### src/rtl/serp_pkg.sv
package serp_pkg;
  localparam int unsigned WORD_W = 32;
  localparam int unsigned ADDR_W = 6;

  localparam logic [3:0] IDX_TXCTRL = 4'h0;
  localparam logic [3:0] IDX_DMAEN  = 4'h1;
  localparam logic [3:0] IDX_RXCTRL = 4'h2;
  localparam logic [3:0] IDX_DOUT   = 4'h7;
  localparam logic [3:0] IDX_POP    = 4'h8;
  localparam logic [3:0] IDX_PEEK   = 4'h9;
  localparam logic [3:0] IDX_MASK   = 4'hB;
  localparam logic [3:0] IDX_ACK    = 4'hC;
  localparam logic [3:0] IDX_RAW    = 4'hD;
  localparam logic [3:0] IDX_MASKED = 4'hE;

  localparam int unsigned BIT_RXEN  = 3;
  localparam logic [WORD_W-1:0] RXCTRL_RST = 32'h0001_0000;

  typedef enum logic [3:0] {
    RD_ZERO, RD_TXCTRL, RD_DMAEN, RD_RXCTRL, RD_DOUT,
    RD_STATUS, RD_MASK, RD_ACK, RD_RAW, RD_MASKED
  } rdSel_e;

  typedef struct packed {
    logic   wrTxCtrl;
    logic   wrDmaEn;
    logic   wrRxCtrl;
    logic   wrDout;
    logic   wrMask;
    logic   wrAck;
    logic   rdPop;
    rdSel_e rdSel;
  } busStrobe_t;
endpackage

### src/rtl/ser_busdec.sv
module ser_busdec
  import serp_pkg::*;
(
  input  logic       busSel,
  input  logic       busWe,
  input  logic [3:0] wordIdx,
  output busStrobe_t strb
);
  logic doWr;
  logic doRd;

  assign doWr = busSel & busWe;
  assign doRd = busSel & ~busWe;

  always_comb begin
    strb          = '0;
    strb.rdSel    = RD_ZERO;
    strb.wrTxCtrl = doWr && (wordIdx == IDX_TXCTRL);
    strb.wrDmaEn  = doWr && (wordIdx == IDX_DMAEN);
    strb.wrRxCtrl = doWr && (wordIdx == IDX_RXCTRL);
    strb.wrDout   = doWr && (wordIdx == IDX_DOUT);
    strb.wrMask   = doWr && (wordIdx == IDX_MASK);
    strb.wrAck    = doWr && (wordIdx == IDX_ACK);
    strb.rdPop    = doRd && (wordIdx == IDX_POP);
    case (wordIdx)
      IDX_TXCTRL: strb.rdSel = RD_TXCTRL;
      IDX_DMAEN:  strb.rdSel = RD_DMAEN;
      IDX_RXCTRL: strb.rdSel = RD_RXCTRL;
      IDX_DOUT:   strb.rdSel = RD_DOUT;
      IDX_POP,
      IDX_PEEK:   strb.rdSel = RD_STATUS;
      IDX_MASK:   strb.rdSel = RD_MASK;
      IDX_ACK:    strb.rdSel = RD_ACK;
      IDX_RAW:    strb.rdSel = RD_RAW;
      IDX_MASKED: strb.rdSel = RD_MASKED;
      default:    strb.rdSel = RD_ZERO;
    endcase
  end
endmodule

### src/rtl/ser_rxfifo.sv
module ser_rxfifo #(
  parameter int unsigned DEPTH = 16,
  parameter int unsigned W     = 8,
  localparam int unsigned PTR_W = (DEPTH > 1) ? $clog2(DEPTH) : 1,
  localparam int unsigned CNT_W = $clog2(DEPTH + 1)
) (
  input  logic             clk,
  input  logic             rstN,
  input  logic             push,
  input  logic [W-1:0]     pushData,
  input  logic             pop,
  output logic [W-1:0]     head,
  output logic [CNT_W-1:0] count,
  output logic             full,
  output logic             empty
);
  logic [W-1:0]     mem [DEPTH];
  logic [PTR_W-1:0] wrPtr;
  logic [PTR_W-1:0] rdPtr;
  logic             doPush;
  logic             doPop;

  function automatic logic [PTR_W-1:0] nextPtr(input logic [PTR_W-1:0] p);
    return (p == PTR_W'(DEPTH - 1)) ? '0 : p + 1'b1;
  endfunction

  assign full   = (count == CNT_W'(DEPTH));
  assign empty  = (count == '0);
  assign doPush = push & ~full;
  assign doPop  = pop & ~empty;
  assign head   = mem[rdPtr];

  always_ff @(posedge clk or negedge rstN) begin
    if (!rstN) begin
      wrPtr <= '0;
      rdPtr <= '0;
      count <= '0;
      for (int i = 0; i < int'(DEPTH); i++) mem[i] <= '0;
    end else begin
      if (doPush) begin
        mem[wrPtr] <= pushData;
        wrPtr      <= nextPtr(wrPtr);
      end
      if (doPop) rdPtr <= nextPtr(rdPtr);
      case ({doPush, doPop})
        2'b10:   count <= count + 1'b1;
        2'b01:   count <= count - 1'b1;
        default: count <= count;
      endcase
    end
  end
endmodule

### src/rtl/ser_dp.sv
module ser_dp
  import serp_pkg::*;
#(
  parameter int unsigned DEPTH = 16,
  localparam int unsigned CNT_W = $clog2(DEPTH + 1)
) (
  input  logic              clk,
  input  logic              rstN,
  input  busStrobe_t        strb,
  input  logic [WORD_W-1:0] wdata,
  output logic [WORD_W-1:0] rdata,
  input  logic [7:0]        rxByte,
  input  logic              rxValid,
  output logic              rxReady,
  output logic [7:0]        txByte,
  output logic              txValid,
  output logic              irq,
  output logic [CNT_W-1:0]  rxCount,
  output logic [WORD_W-1:0] maskOut
);
  logic [WORD_W-1:0] txCtrlQ, dmaEnQ, rxCtrlQ, doutQ, maskQ, ackQ;
  logic [1:0]        rawTxQ;
  logic              pendTxQ;
  logic [7:0]        txByteQ;
  logic              txValidQ;

  logic [7:0]        fifoHead;
  logic              fifoFull;
  logic              fifoEmpty;
  logic [WORD_W-1:0] rawView;
  logic [WORD_W-1:0] maskedView;
  logic [WORD_W-1:0] statusWord;
  logic [WORD_W-1:0] ackAdj;

  assign rxReady = rxCtrlQ[BIT_RXEN] & ~fifoFull;

  ser_rxfifo #(.DEPTH(DEPTH), .W(8)) uFifo (
    .clk      (clk),
    .rstN     (rstN),
    .push     (rxValid & rxReady),
    .pushData (rxByte),
    .pop      (strb.rdPop),
    .head     (fifoHead),
    .count    (rxCount),
    .full     (fifoFull),
    .empty    (fifoEmpty)
  );

  assign rawView    = {28'b0, ~fifoEmpty, 1'b0, rawTxQ};
  assign maskedView = rawView & maskQ;
  assign irq        = |maskedView;
  assign statusWord = {7'b0, 1'b1, 1'b0, 1'b1, 5'b0, ~fifoEmpty, 8'b0, fifoHead};
  assign ackAdj     = pendTxQ ? (wdata & ~32'h1) : wdata;

  always_ff @(posedge clk or negedge rstN) begin
    if (!rstN) begin
      txCtrlQ  <= '0;
      dmaEnQ   <= '0;
      rxCtrlQ  <= RXCTRL_RST;
      doutQ    <= '0;
      maskQ    <= '0;
      ackQ     <= '0;
      rawTxQ   <= '0;
      pendTxQ  <= 1'b0;
      txByteQ  <= '0;
      txValidQ <= 1'b0;
    end else begin
      txValidQ <= strb.wrDout;
      if (strb.wrTxCtrl) txCtrlQ <= wdata;
      if (strb.wrDmaEn)  dmaEnQ  <= wdata;
      if (strb.wrRxCtrl) rxCtrlQ <= wdata;
      if (strb.wrMask)   maskQ   <= wdata;
      if (strb.wrDout) begin
        doutQ   <= wdata;
        txByteQ <= wdata[7:0];
        rawTxQ  <= 2'b11;
        pendTxQ <= 1'b1;
      end else if (strb.wrAck) begin
        ackQ    <= ackAdj;
        rawTxQ  <= rawTxQ & ~ackAdj[1:0];
        pendTxQ <= 1'b0;
      end
    end
  end

  assign txByte  = txByteQ;
  assign txValid = txValidQ;
  assign maskOut = maskQ;

  always_comb begin
    case (strb.rdSel)
      RD_TXCTRL: rdata = txCtrlQ;
      RD_DMAEN:  rdata = dmaEnQ;
      RD_RXCTRL: rdata = rxCtrlQ;
      RD_DOUT:   rdata = doutQ;
      RD_STATUS: rdata = statusWord;
      RD_MASK:   rdata = maskQ;
      RD_ACK:    rdata = ackQ;
      RD_RAW:    rdata = rawView;
      RD_MASKED: rdata = maskedView;
      default:   rdata = '0;
    endcase
  end
endmodule

### src/rtl/ser_port.sv
module ser_port
  import serp_pkg::*;
#(
  parameter int unsigned FIFO_DEPTH = 16,
  localparam int unsigned CNT_W = $clog2(FIFO_DEPTH + 1)
) (
  input  logic               clk,
  input  logic               rstN,
  input  logic               busSel,
  input  logic               busWe,
  input  logic [ADDR_W-1:0]  busAddr,
  input  logic [WORD_W-1:0]  busWdata,
  output logic [WORD_W-1:0]  busRdata,
  input  logic [7:0]         rxByte,
  input  logic               rxValid,
  output logic               rxReady,
  output logic [7:0]         txByte,
  output logic               txValid,
  output logic               irq
);
  busStrobe_t        strb;
  logic [CNT_W-1:0]  rxCount;
  logic [WORD_W-1:0] maskQ;

  ser_busdec uDec (
    .busSel  (busSel),
    .busWe   (busWe),
    .wordIdx (busAddr[ADDR_W-1:2]),
    .strb    (strb)
  );

  ser_dp #(.DEPTH(FIFO_DEPTH)) uDp (
    .clk     (clk),
    .rstN    (rstN),
    .strb    (strb),
    .wdata   (busWdata),
    .rdata   (busRdata),
    .rxByte  (rxByte),
    .rxValid (rxValid),
    .rxReady (rxReady),
    .txByte  (txByte),
    .txValid (txValid),
    .irq     (irq),
    .rxCount (rxCount),
    .maskOut (maskQ)
  );
endmodule

### config.mk
export PLATFORM = sky130hd
export DESIGN_NAME = ser_port
export DESIGN_NICKNAME = d
export VERILOG_FILES = /design/src/rtl/serp_pkg.sv /design/src/rtl/ser_busdec.sv /design/src/rtl/ser_rxfifo.sv /design/src/rtl/ser_dp.sv /design/src/rtl/ser_port.sv
export SDC_FILE = /design/constraint.sdc
export NUM_CORES = 1
export LEC_CHECK = 0
export BUFFER_PORTS_ARGS = -buffer_cell sky130_fd_sc_hd__buf_2
export CAP_MARGIN = 10
export CORE_ASPECT_RATIO = 0.8
export CORE_MARGIN = 8
export CORE_UTILIZATION = 48
export CTS_BUF_LIST = sky130_fd_sc_hd__clkbuf_2
export CTS_CLUSTER_SIZE = 16
export DETAILED_ROUTE_END_ITERATION = 8
export GPL_TIMING_DRIVEN = 0
export PLACE_DENSITY = 0.74
export SLEW_MARGIN = 20
export SYNTH_ARGS = -nofsm -noshare
export SYNTH_HDL_FRONTEND = slang
export SYNTH_SLANG_ARGS = --single-unit
### constraint.sdc
create_clock -name clk -period 4.7 [get_ports clk]
set_input_delay 0.235 -clock clk [delete_from_list [all_inputs] [get_ports clk]]
set_output_delay 0.235 -clock clk [all_outputs]
set_load 0.02 [all_outputs]
==> results.cfg <==
[yosys]
yosysWarnings = 0
synth.distinct_cells = 63
postSynthCellCount = 1074
syn_nets = 1138
syn_area_sq_um = 15450
ys_seq_elements = 337
ys.flop_type = dfrtp_1
syn_area_per_cell_sq_um = 14.39
async_flop_share = 1.000
ys_seq_area_frac = 0.5458
synth_enable_flop_cells = 0

[placed_design]
hpwl_um = 26190
place_congestion = 0.8333
portBuffers = 91

[setup_path]
critPathKind = flop to primary output
crit_path_max_fanout = 10
crit_required_ns = 4.47
cp_cell_sequence = clkbuf_1 > buf_1 > mux4_2 > mux2_2 > o211ai_1 > nand4_1 > buf_2
crit_arrival_ns = 3.85
cp_top_family = buffers and inverters
r2r_start = uDp.uFifo.count[1]
rrSetupSlack_ns = 1.35
endpoint_kind = primary output
r2r-end = uDp.uFifo.count[4]
critPathBufInv = 3
reg2reg_depth = 13
cpPeakStageDelay_ns = 0.66
cp-start-kind = flop
crit_slowest_cell = buf_1

[worst_hold_path]
min_path_cells = 6
min_path_type = input pin to flop
min_from = busAddr[5]
worstHoldEndpoint = uDp.uFifo.rdPtr[2]

[clocking]
cts_hold_buf = 48
clock_path_buffers = 3
path_clk_slew_ns = 0.10
clk_latency_ns = 0.92
cts_made_buffers = 85
root_buffer = clkbuf_2
cts_tree = built
ctsHtreeMaxLevel = 3
post_cts_buffers = 0
cts.repair.resized = 0
cts_num_sinks = 337

[routing]
via_count = 10319
drc = 0
drt-initial-drc-count = 965
routed_wl_um = 38510
firstDrtPassIters = 6
ant_nets = 0
vias_per_cell = 5.771
wl_per_cell_um = 21.54

[timing]
worstMarginPinSlew_ns = 0.9594
max_freq_mhz = 244.8
fin_crit_sh = 0.8691
maxSlewHeadroom = 0.3604
drv_slew = 0
rsz0062_at_grt = no
min_period_ns = 4.085
hold_violations = 0
finalSetupViolCount = 0
skew_ns = 0.09464

[floorplanning]
dieHeight_um = 176.5
die_w_um = 216.6
initial_core_util = 0.4895
ios = 94
die_area_sq_um = 38230
placementRows = 58
coreArea_sq_um = 31570

[pwr]
peakVddDrop_mv = 0.1885
power.density_nw_per_um2 = 420.9
power_mw = 7.503
leakage_nw = 8.771

[status]
status = complete, no violations

[grt]
grt_pass1_wl_um = 60780
antenna_found_initial = 2
grt_pass1_vias = 10695
grt_max_degree = 83
grt_remaining_overflow = 0
grt_use_total = 0.2026

[cells_and_area]
finalNetCount = 1368
area_growth_pct = 15.35
post-route-util = 0.5646
drive_gt1_frac = 0.4236

[run]
drv_cap = 0
## tightest hold or removal path, delay by kind of cell
kind | cells | cell delay (ns)
and+or+nand+nor | 2 | 0.21
xor gates and xnor gates | 1 | 0.06
AOI/OAI and AO/OA | 1 | 0.11
buffers and inverters | 2 | 0.31
## worst max-delay path by stage
stage                             startpoint                  to  slack, ns  depth (start not counted)
final                     uDp.uFifo.rdPtr[2]         busRdata[7]       0.61                          7
after global routing      uDp.uFifo.rdPtr[2]         busRdata[4]       0.44                          8
after CTS                 uDp.uFifo.rdPtr[2]         busRdata[7]       0.53                          7
after detailed placement          busAddr[2]  uDp.uFifo.count[4]       0.58                         15
after global placement                  rstN        uDp.ackQ[23]      -2.97                          1
after floorplan                   busAddr[2]  uDp.uFifo.count[4]       1.50                         14
## kinds of logic (layout without fill, tap and decap cells)
family / Yosys count / in the layout / synth area share
other: 0 / 1 / 0
adder cells (fa/ha/maj): 13 / 13 / 0.01053
AND/OR/NAND/NOR: 139 / 139 / 0.05158
multiplexers: 380 / 380 / 0.2989
flip-flops: 337 / 337 / 0.5458
buffers and inverters: 83 / 376 / 0.02575
AO/OA/AOI/OAI: 114 / 114 / 0.06292
XOR/XNOR: 8 / 8 / 0.004535
## state kept, by name, indices dropped and copies added (netlist names)
signal and cells:
uDp.uFifo.mem 128, uDp.ackQ 32, uDp.dmaEnQ 32, uDp.maskOut 32
uDp.rxCtrlQ 32, uDp.txCtrlQ 32, uDp.doutQ 25, uDp.txByte 7
uDp.uFifo.count 5, uDp.uFifo.rdPtr 4, uDp.uFifo.wrPtr 4, uDp.rawTxQ 2
uDp.pendTxQ 1, uDp.txValid 1
## per-layer routing
| layer | global-route usage | up-vias | wire (um) |
|---|---|---|---|
| li1 | - | 4560 | - |
| met1 | 0.2974 | 5367 | 18140 |
| met2 | 0.2920 | 327 | 17060 |
| met3 | 0.04943 | 63 | 2547 |
| met4 | 0.06584 | 2 | 738 |
| met5 | 0 | - | 13 |
## cells in the final DEF (no fill, tap or decap), drive strengths merged, types with 3 or more instances in the layout
cell	instances
a21oi	6
a222oi	42
a22oi	16
a2bb2oi	5
a32oi	3
and2	3
buf	143
clkbuf	157
clkinv	17
dfrtp	336
dlygate4sd3	47
ha	13
inv	9
mux2	331
mux2i	17
mux4	32
nand2	81
nand3	11
nand4	7
nor2	10
nor2b	3
nor3	7
o2111ai	3
o211ai	8
o21a	5
o21ai	11
xnor2	3
xor2	5
## cells in the mapped netlist (6+ instances only)
| library cell | number | area (sq um) |
|---|---|---|
| a21oi_1 | 6 | 30.03 |
| a222oi_1 | 42 | 420.4 |
| a22oi_1 | 16 | 120.1 |
| buf_1 | 13 | 48.80 |
| buf_2 | 21 | 105.1 |
| buf_4 | 10 | 75.07 |
| clkbuf_1 | 28 | 105.1 |
| dfrtp_1 | 336 | 8408 |
| ha_1 | 13 | 162.7 |
| inv_1 | 8 | 30.03 |
| mux2_1 | 80 | 900.9 |
| mux2_2 | 251 | 2826 |
| mux2i_1 | 17 | 170.2 |
| mux4_2 | 32 | 720.7 |
| nand2_1 | 65 | 244.0 |
| nand2_2 | 6 | 37.54 |
| nand2_4 | 10 | 112.6 |
| nand3_1 | 11 | 55.05 |
| nand4_1 | 7 | 43.79 |
| nor2_1 | 8 | 30.03 |
| o211ai_1 | 7 | 52.55 |
| o21ai_0 | 8 | 40.04 |
## report_power, final
group / leakage (nW) / total (mW) / internal [mW] / switching, mW
Clock: 0.588 / 1.96 / 0.782 / 1.18
Sequential: 4.41 / 3.79 / 3.47 / 0.321
Combinational: 3.77 / 1.75 / 0.882 / 0.872
## final cells by class
cell class              instances  area, sq um
clock inverters                21        120.1
fillers                      2559        13740
plain buffers                  75        367.9
inverters                       8        30.03
diodes                          1        2.502
multi-input cells             654         6625
repair buffers                143         1074
flip-flops and latches        337         8434
well taps                     420        525.5
clock buffers                 129        645.6
## through the flow
step / cell area [sq um] / cells / hold slack (ns) / setup slack [ns] / setup TNS, ns
detailed placement: 16550 / 1589 / 0.1941 / 0.5803 / 0
CTS: 17820 / 1787 / 0.0006191 / 0.5320 / 0
finish: 17820 / 1788 / 0.06173 / 0.6150 / 0
floorplan: 15450 / 1074 / -0.06059 / 1.501 / 0
global route: 17820 / 1788 / 0.02802 / 0.4382 / 0
global placement: 16430 / 1585 / 0.4516 / -2.973 / -991.60
No activity file was read; power rests on OpenSTA's default activity.
